## src/rtl/smbuf_pkg.sv

```systemverilog
package smbuf_pkg;

  typedef enum logic [1:0] {
    SEL_CTRL = 2'd0,
    SEL_CNT  = 2'd1,
    SEL_BLK  = 2'd2,
    SEL_AUX  = 2'd3
  } sel_e;

  // Count outside the legal block length range 1..depth
  function automatic logic cnt_invalid(input logic [7:0] c, input int depth);
    return (c == 8'd0) || (int'(c) > depth);
  endfunction

  // Length the engine sends for a write transfer
  function automatic int clamp_cnt(input logic [7:0] c, input int depth);
    if (c == 8'd0) return 1;
    if (int'(c) > depth) return depth;
    return int'(c);
  endfunction

endpackage

```

## src/rtl/smbuf_index.sv

```systemverilog
module smbuf_index #(
  parameter int DEPTH = 32,
  localparam int IW = $clog2(DEPTH + 1)
) (
  input  logic          clk,
  input  logic          rst_n,
  input  logic          clr,
  input  logic          adv,
  output logic [IW-1:0] idx,
  output logic          at_end
);
  localparam logic [IW-1:0] LAST = IW'(DEPTH);

  assign at_end = (idx == LAST);

  always_ff @(posedge clk or negedge rst_n) begin
    if (!rst_n)                idx <= '0;
    else if (clr)              idx <= '0;
    else if (adv && !at_end)   idx <= idx + 1'b1;
  end


  idx_bound_chk: assert property (@(posedge clk) disable iff (!rst_n)
    idx <= LAST);


  idx_clear_chk: assert property (@(posedge clk) disable iff (!rst_n)
    clr |=> (idx == '0));


  idx_hold_chk: assert property (@(posedge clk) disable iff (!rst_n)
    (at_end && !clr) |=> at_end);


  idx_step_chk: assert property (@(posedge clk) disable iff (!rst_n)
    (adv && !clr && !at_end) |=> (idx == $past(idx) + 1'b1));
endmodule

```

## src/rtl/smbuf_store.sv

```systemverilog
module smbuf_store #(
  parameter int DEPTH = 32,
  localparam int IW = $clog2(DEPTH + 1),
  localparam int AW = $clog2(DEPTH)
) (
  input  logic          clk,
  input  logic          rst_n,
  input  logic          we,
  input  logic [IW-1:0] addr,
  input  logic [7:0]    wdata,
  output logic [7:0]    rdata
);
  localparam logic [IW-1:0] LAST = IW'(DEPTH);

  logic [7:0] mem [DEPTH];
  logic       in_range;

  assign in_range = (addr < LAST);

  for (genvar g = 0; g < DEPTH; g++) begin : g_ent
    always_ff @(posedge clk or negedge rst_n) begin
      if (!rst_n)                              mem[g] <= 8'h00;
      else if (we && in_range && addr == IW'(g)) mem[g] <= wdata;
    end
  end

  assign rdata = in_range ? mem[addr[AW-1:0]] : 8'hFF;


  oob_read_chk: assert property (@(posedge clk) disable iff (!rst_n)
    !in_range |-> (rdata == 8'hFF));
endmodule

```

## src/rtl/smbuf_regs.sv

```systemverilog
module smbuf_regs #(
  parameter bit HAS_BUF = 1'b1
) (
  input  logic       clk,
  input  logic       rst_n,
  input  logic       sw_cnt_we,
  input  logic       eng_cnt_we,
  input  logic [7:0] sw_wdata,
  input  logic [7:0] eng_cnt,
  input  logic       sw_aux_we,
  output logic [7:0] cnt_q,
  output logic [7:0] aux_q
);
  localparam logic [7:0] AUX_MASK = {6'b0, HAS_BUF, 1'b1};

  always_ff @(posedge clk or negedge rst_n) begin
    if (!rst_n) begin
      cnt_q <= 8'h00;
      aux_q <= 8'h00;
    end else begin
      if (eng_cnt_we)      cnt_q <= eng_cnt;
      else if (sw_cnt_we)  cnt_q <= sw_wdata;
      if (sw_aux_we)       aux_q <= sw_wdata & AUX_MASK;
    end
  end


  eng_cnt_win_chk: assert property (@(posedge clk) disable iff (!rst_n)
    eng_cnt_we |=> (cnt_q == $past(eng_cnt)));


  sw_cnt_load_chk: assert property (@(posedge clk) disable iff (!rst_n)
    (sw_cnt_we && !eng_cnt_we) |=> (cnt_q == $past(sw_wdata)));


  aux_pec_chk: assert property (@(posedge clk) disable iff (!rst_n)
    sw_aux_we |=> (aux_q[0] == $past(sw_wdata[0])));
endmodule

```

## src/rtl/smbus_blkbuf.sv

```systemverilog
module smbus_blkbuf #(
  parameter int DEPTH   = 32,
  parameter bit HAS_BUF = 1'b1,
  localparam int IW = $clog2(DEPTH + 1)
) (
  input  logic          clk,
  input  logic          rst_n,
  input  logic          sw_wr,
  input  logic          sw_rd,
  input  logic [1:0]    sw_sel,
  input  logic [7:0]    sw_wdata,
  output logic [7:0]    sw_rdata,
  input  logic          eng_start,
  input  logic          eng_push,
  input  logic          eng_pop,
  input  logic [7:0]    eng_wdata,
  output logic [7:0]    eng_rdata,
  input  logic          eng_cnt_we,
  input  logic [7:0]    eng_cnt,
  output logic [IW-1:0] tx_len,
  output logic          cnt_bad,
  output logic          pec_en,
  output logic          buf_en
);
  import smbuf_pkg::*;

  logic [7:0]    cnt_q, aux_q, mem_rdata, st_wdata;
  logic [IW-1:0] idx, st_addr;
  logic          at_end, wr_blk, rd_blk, rd_ctrl, clr, adv, eng_acc, st_we;

  assign wr_blk  = sw_wr && (sw_sel == SEL_BLK);
  assign rd_blk  = sw_rd && !sw_wr && (sw_sel == SEL_BLK);
  assign rd_ctrl = sw_rd && !sw_wr && (sw_sel == SEL_CTRL);
  assign eng_acc = eng_push || eng_pop;

  assign clr = eng_start || rd_ctrl;
  assign adv = eng_acc || (buf_en && (wr_blk || rd_blk));

  assign st_we    = eng_push || wr_blk;
  assign st_wdata = eng_push ? eng_wdata : sw_wdata;
  assign st_addr  = (buf_en || eng_acc) ? idx : '0;

  smbuf_index #(.DEPTH(DEPTH)) u_idx (
    .clk(clk), .rst_n(rst_n), .clr(clr), .adv(adv),
    .idx(idx), .at_end(at_end)
  );

  smbuf_store #(.DEPTH(DEPTH)) u_store (
    .clk(clk), .rst_n(rst_n), .we(st_we), .addr(st_addr),
    .wdata(st_wdata), .rdata(mem_rdata)
  );

  smbuf_regs #(.HAS_BUF(HAS_BUF)) u_regs (
    .clk(clk), .rst_n(rst_n),
    .sw_cnt_we(sw_wr && (sw_sel == SEL_CNT)),
    .eng_cnt_we(eng_cnt_we),
    .sw_wdata(sw_wdata), .eng_cnt(eng_cnt),
    .sw_aux_we(sw_wr && (sw_sel == SEL_AUX)),
    .cnt_q(cnt_q), .aux_q(aux_q)
  );

  assign pec_en    = aux_q[0];
  assign buf_en    = aux_q[1];
  assign eng_rdata = mem_rdata;
  assign cnt_bad   = cnt_invalid(cnt_q, DEPTH);
  assign tx_len    = IW'(clamp_cnt(cnt_q, DEPTH));

  always_comb begin
    case (sw_sel)
      SEL_CTRL: sw_rdata = 8'h00;
      SEL_CNT:  sw_rdata = cnt_q;
      SEL_BLK:  sw_rdata = mem_rdata;
      default:  sw_rdata = aux_q;
    endcase
  end


  tx_len_range_chk: assert property (@(posedge clk) disable iff (!rst_n)
    (tx_len >= IW'(1)) && (tx_len <= IW'(DEPTH)));


  sat_read_chk: assert property (@(posedge clk) disable iff (!rst_n)
    (rd_blk && buf_en && at_end) |-> (sw_rdata == 8'hFF));


  plain_hold_chk: assert property (@(posedge clk) disable iff (!rst_n)
    (!buf_en && !eng_acc && !clr) |=> $stable(idx));
endmodule

```

## config.mk

```make
export PLATFORM = sky130hd
export DESIGN_NAME = smbus_blkbuf
export DESIGN_NICKNAME = d
export VERILOG_FILES = /design/src/rtl/smbuf_pkg.sv /design/src/rtl/smbuf_index.sv /design/src/rtl/smbuf_store.sv /design/src/rtl/smbuf_regs.sv /design/src/rtl/smbus_blkbuf.sv
export SDC_FILE = /design/constraint.sdc
export NUM_CORES = 1
export LEC_CHECK = 0
export CAP_MARGIN = 40
export CORE_UTILIZATION = 49
export CTS_CLUSTER_SIZE = 10
export DETAILED_ROUTE_END_ITERATION = 8
export GPL_TIMING_DRIVEN = 0
export PLACE_DENSITY = 0.67
export SLEW_MARGIN = 20
export SYNTH_ARGS = -nofsm -noshare
export SYNTH_HDL_FRONTEND = slang
export SYNTH_SLANG_ARGS = --single-unit
```

## constraint.sdc

```tcl
create_clock -name clk -period 3.76 [get_ports clk]
set_input_delay 0.376 -clock clk [delete_from_list [all_inputs] [get_ports clk]]
set_output_delay 0.376 -clock clk [all_outputs]
set_load 0.005 [all_outputs]
```

==> results.md, run 1 <==
* Seq/Total Area, Yosys at 52.1%
* Ratio of cells with drive above 1 in the final layout at between 10% and 20%
* CP peak stage delay at 0.78 ns
* Fin util at roughly 62%
* TritonCTS Buffers at 34
* Crit start category: flip-flop
* Syn Area/Cell at 9.61 sq um
* Fin nets at 1,530
* Clk Latency, worst-skew pair at 0.53 ns
* CTS root buffer: clkbuf_16
* Slew headroom at 34.2%
* CTS tree: done
* First-pass GRT wire length at 77,500 microns
* Final worst path period share at 101%
* Crit Path Category: flip-flop to output pin
* RSZ-0062 raised after global routing: yes
* Post-synth top area share at between 50% and 60%
* Crit end category: output pin
* Crit-path slowest cell: a2111oi_0
* Post-Syn Area at 0.0131 sq mm
* All-Layer GR Usage at 40.5%
* CTS max path bufs at 3
* Final Hold Viols at 0
* Height of the die at 165 microns
* Overall die area at 0.0273 sq mm
* Post-DP HPWL at roughly 38,000 microns
* Max-cap violations at 0
* CP Data Required Time at 3.38 ns
* GPL Wtd Cong at 0.998
* Critical path fanouts, max at 10
* Slew Viols, Final at 0
* Failing checks: negative setup slack
* R2R setup slack at approximately 0.79 ns
* Max VDD drop at 0.000626 V
* Synth top area cells: dfrtp_1, a21oi_1, nor2_1
* Ports at 59
* Most frequent CP cell: buf_12
* Post-place setup slack at -0.801 ns
* Final Skew at around 0.021 ns
* Htree depth at 2
* Starting Density at between 50% and 60%
* Drt drc at 0
* Post-synth top flop: dfrtp_1
* Worst-path clk slew at 0.06 ns
* Vias at 12,200
* Syn nets at 1,394
* Netlist cell types at 76
* Post-Syn Instances at approximately 1,400
* FMAX at 265 MHz
* Core area at 0.0261 sq mm
* Finish-stage setup viols at 3
* CTS Sinks at 272
* Worst-Margin Slew at 0.987 ns
* DR WL/cell at 29.7 microns
* Yosys Warn Count at 0
* FILL cells at 2,147
* HP Class: input pin to async pin
* Routed Antenna Nets at 0
* Cell row count at a little under 60
* PortBufs at 57
* Antenna cells at 0
* Synth-to-layout area growth at 23.9%
* 1st-iter DRT viols at 1,806
* Grt total ovfl at 0
* First drt pass iteration count at 8
* EDFF count, synth at 0
* Yosys reg bits at 272
* CP arrival at 3.40 ns
* Via/cell ratio at 6.62
* Die X at roughly 170 microns
* Final WS setup at -0.0201 ns
* Leakage at a little over 7 nW
* Initial antenna violation count at 0
* Status: finished with violations
* Leading cell types in the layout, fill and taps excluded: dfrtp_1, nor2_1, a21oi_1
* Final wirelength at roughly 55,000 microns
* Most common cell after layout, fill and taps aside: dfrtp_1
* Number of global-route vias before repair at 11,400
* Biggest area consumer among synthesized cells: dfrtp_1
* Period minus WS final at around 3.8 ns
* Post-synth ARST share at 100%
* Power per cell area at 513 mW/mm^2
* Crit path cell chain: buf_12 > buf_12 > buf_12 > a2111oi_0 > a2111oi_4 > a311oi_4 > a211oi_1 > a21o_1 > clkdlybuf4s50_1
* Largest net degree at the start of global routing at 98
[routing by layer]
layer	up-vias	share of wire [%]	global-route usage (%)
li1	5120	-	-
met2	954	42	58.7
met4	0	6.2	21.6
met5	-	0	0
met3	212	13	11.2
met1	5897	38	55.0
[synthesized netlist by cell type (4+ instances only)]
cell / instances
a22oi_1: 12
a221oi_1: 4
nor2_1: 240
mux2_2: 17
nor4_4: 8
nand2b_1: 7
a22o_1: 6
nor2b_1: 9
nand2_1: 105
a211oi_1: 14
nor3_1: 8
buf_1: 7
clkbuf_1: 54
and3_1: 5
o21ai_0: 74
nand3_1: 10
mux2i_1: 41
o22ai_1: 6
nor3_4: 10
buf_4: 7
o221ai_1: 10
a31oi_1: 9
inv_1: 7
mux4_2: 4
a311oi_1: 5
o211ai_1: 5
a21o_1: 4
nand4_1: 7
nor3_2: 7
buf_2: 45
a21oi_1: 238
and2_1: 5
a32oi_1: 24
dfrtp_1: 272
[final timing paths]
check                                         to  depth (start not counted)        startpoint
min in group clk                 u_regs.cnt_q[5]                          3        eng_cnt[5]
max in group asynchronous        u_store.mem[78]                          4             rst_n
worst min-delay path            u_store.mem[177]                          2             rst_n
worst max-delay path                eng_rdata[7]                          9      u_idx.idx[1]
worst max register to register  u_store.mem[252]                         11      u_idx.idx[1]
worst min register to register  u_store.mem[137]                          2  u_store.mem[137]
[final cells by class]
cell class	count	area (sq um)	share of cell area, %
clock buffers	42	932	5.77
repair buffers	100	1060	6.58
well taps	335	419	2.59
clock inverters	4	92.6	0.573
multi-input cells	963	5990	37.1
plain buffers	116	835	5.16
inverters	7	26.3	0.163
flip-flops and latches	272	6810	42.1
[state kept, by name, indices dropped and copies added (netlist names)]
name	count
u_store.mem	256
u_regs.cnt_q	8
u_idx.idx	6
u_regs.aux_q	2
[report_power, final]
part	internal (W)	switching [W]	total, W	leakage, nW
clock	0.00187	0.00126	0.00313	0.500
combinational	0.000690	0.00111	0.00180	2.89
sequential	0.00317	0.000190	0.00336	3.70
[stage by stage]
step	setup TNS (ns)	instances	power (W)	hold slack (ns)	cell area, sq um
after floorplan	0	1358	0.00408	0.0804	13100
after detailed placement	-6.81	1774	0.00493	0.250	14400
final	-0.0327	1839	0.00830	0.312	16200
after CTS	0	1827	0.00814	0.306	15900
after global placement	-2595.29	1750	0.00484	0.456	14000
after global routing	-0.126	1839	0.00847	0.354	16200
[cell families after synthesis]
kind of cell / share of synthesized area, %
simple gates: 16.9
mux: 5.30
buf+inv: 4.34
xor+xnor: 0.403
fa+ha+maj: 0.192
compound gates: 20.8
flops: 52.1
[worst max-delay path, delay by kind of cell, from the launching register on]
kind	cells	cell delay, ns
compound gates	5	1.49
buf+inv	4	0.96
flops	1	0.41
[repair_timing]
action,CTS,global route
cloned,0,0
endpoints found under the hold margin,25,0
pin swaps,10,12
hold buffers,1,0
resized for setup,109,52
setup endpoints to repair,16,11
setup buffers,6,11
Note: power is estimated with default switching activity, not from simulation.
==> inputs of run 2 (changes only) <==
--- a/config.mk
+++ b/config.mk
@@ -6,11 +6,11 @@
 export NUM_CORES = 1
 export LEC_CHECK = 0
 export CAP_MARGIN = 40
-export CORE_UTILIZATION = 49
+export CORE_UTILIZATION = 50
 export CTS_CLUSTER_SIZE = 10
 export DETAILED_ROUTE_END_ITERATION = 8
 export GPL_TIMING_DRIVEN = 0
-export PLACE_DENSITY = 0.67
+export PLACE_DENSITY = 0.68
 export SLEW_MARGIN = 20
 export SYNTH_ARGS = -nofsm -noshare
 export SYNTH_HDL_FRONTEND = slang
==> run 2 against run 1 <==
The flow still finishes with violations (negative setup slack). Critical path depth grew 1. Highest routed layer unchanged. Register-to-register slack better by 0.12 ns. Via count grew 0.76%.
==> results.md, run 2 (synthesis gave the netlist of run 1 again) <==
* CP bufs+invs at 4
* Finish-stage setup viols at 2
* DR WL/cell at 29.9 microns
* Drt drc at 0
* GPL Wtd Cong at 1.00
* Post-DP HPWL at around 38,000 microns
* FILL cells at approximately 2,100
* Top Metal Used: met4
* WL met1 at 20,800 microns
* TritonCTS Buffers at 31
* Htree depth at 1
* Status: finished with violations
* Most common cell after layout, fill and taps aside: dfrtp_1
* Setup TNS Final at -0.0275 ns
* Max VDD drop at 0.000470 V
* Largest Register: u_store.mem
* Period minus WS final at 3.79 ns
* Pwr Total at 0.00793 W
* Crit-path slowest cell: dfrtp_2
* 1st-iter DRT viols at 1,556
* Crit Path Category: flip-flop to output pin
* Most frequent CP cell: buf_4
* Leakage at 7.12 nW
* Non-Filler Instances at about 1,800
* Starting Density at 51.4%
* Fin util at 63.7%
* FMAX at roughly 260 MHz
* Largest net degree at the start of global routing at 97
* CTS root buffer: clkbuf_16
* Final Skew at 0.00875 ns
* Cell row count at 58
* HP Class: input pin to async pin
* Biggest regs: u_store.mem: 256 flops, u_regs.cnt_q: 8 flops, u_idx.idx: 6 flops
* Antenna cells at 0
* WHS at about 0.27 ns
* Synth-to-layout area growth at 23.9%
* PortBufs at 57
* Final Hold Viols at 0
* Ratio of cells with drive above 1 in the final layout at 18.1%
* First-pass GRT wire length at 77,900 microns
* Crit end category: output pin
* Max-cap violations at 0
* Met3 WL at 6860 microns
* Worst-Margin Slew at between 0.8 and 0.9 ns
* Via/cell ratio at 6.71
* Height of the die at 164 microns
* Final wirelength at 54,700 microns
* Top cell family by delay on the critical path: buffers and inverters
* Worst-path clk slew at 0.06 ns
* CP arrival at 3.41 ns
* Overall die area at 0.0268 sq mm
* Largest register FFs at 256
* Routed Antenna Nets at 0
* CTS max path bufs at 3
* Register area at about 0.0068 sq mm
* Power per cell area at 490 mW/mm^2
* R2R setup slack at 0.91 ns
* CP peak stage delay at 0.46 ns
* Ports at just under 60
* Crit start category: flip-flop
* Crit path cell chain: nor3_2 > buf_4 > nor3_4 > buf_12 > buf_4 > a311oi_1 > nor4bb_4 > a31oi_4 > a22o_1 > clkdlybuf4s50_1
* Vias at 12,300
* Multi-input logic area at 0.00611 sq mm
* Leading cell types in the layout, fill and taps excluded: dfrtp_1, nor2_1, a21oi_1
* RSZ-0062 raised after global routing: yes
* Slew Viols, Final at 0
* Core area at 0.0254 sq mm
* First drt pass iteration count at 6
* All-Layer GR Usage at 41.2%
* Dpl cells at 1,764
* Grt total ovfl at 0
* Critical path fanouts, max at 5
* Final worst path period share at 101%
* Clk Latency, worst-skew pair at just under 0.6 ns
* Slew headroom at 41.7%
* Fin nets at approximately 1,500
* Initial antenna violation count at 0
* Final WS setup at -0.0261 ns
* Die X at 164 microns
* Number of global-route vias before repair at roughly 12,000
* CTS tree: done
* DR WL met2 at 22,900 microns
* CTS Sinks at 272
* CP Data Required Time at 3.38 ns
* Failing checks: negative setup slack
-- run 2: changes by cell type in the layout (fill, tap and decap cells not counted), sizes merged --
cell / previous run / this run
dlymetal6s2s: 2 / 6
inv: 7 / 8
buf: 106 / 112
clkdlybuf4s15: 0 / 1
clkinv: 2 / 0
dlygate4sd2: 2 / 0
clkdlybuf4s50: 52 / 49
clkbuf: 95 / 86
bufinv: 2 / 1
-- run 2: area by class of cell --
type / instances / share of cell area [%]
buffer: 116 / 5.38
clock buffer: 35 / 4.89
clock inverter: 2 / 0.310
inverter: 7 / 0.163
multi-input combinational: 963 / 37.8
sequential: 272 / 42.1
tap: 330 / 2.55
timing repair buffer: 104 / 6.78
-- run 2: timing repair --
action	CTS	global route
buffers inserted	9	13
gates resized for setup	140	53
hold buffers	1	0
endpoints found under the setup margin	16	11
pin swaps	15	17
hold endpoints to repair	34	0
-- run 2: final timing paths --
check | start | end | cells past startpoint
setup / recovery | u_regs.aux_q[1] | sw_rdata[3] | 10
hold / removal | rst_n | u_store.mem[233] | 2
setup reg to reg | u_idx.idx[1] | u_store.mem[205] | 8
hold reg to reg | u_store.mem[137] | u_store.mem[137] | 2
max in group asynchronous | rst_n | u_store.mem[69] | 4
min in group clk | sw_sel[0] | u_regs.aux_q[0] | 3
-- run 2: layer usage --
metal | track usage [%] | up-vias
met5 | 0 | -
met4 | 25.1 | 0
met3 | 14.2 | 260
met2 | 59.5 | 884
met1 | 53.0 | 6017
li1 | - | 5114
-- run 2: worst register-to-register path, cell delays in order, from the launching register on --
cell and delay [ns]:
dfrtp_1 0.41, buf_12 0.18, nor2b_2 0.23, nand2_2 0.31, nor3_1 0.70, nand2_1 0.37, clkbuf_1 0.29, nand2_1 0.13
o21ai_0 0.10
-- run 2: through the flow --
stage	area [sq um]	setup WS (ns)
6_report	16200	-0.0261
3_5_place_dp	14300	-0.821
2_1_floorplan	13100	1.28
5_1_grt	16200	-0.0746
3_3_place_gp	14000	-9.41
4_1_cts	15800	-0.0314
-- run 2: where the power goes --
| group | switching, W | internal (W) |
|---|---|---|
| logic | 0.00115 | 0.000724 |
| registers | 0.000181 | 0.00317 |
| clock network | 0.00117 | 0.00153 |
| total | 0.00250 | 0.00543 |
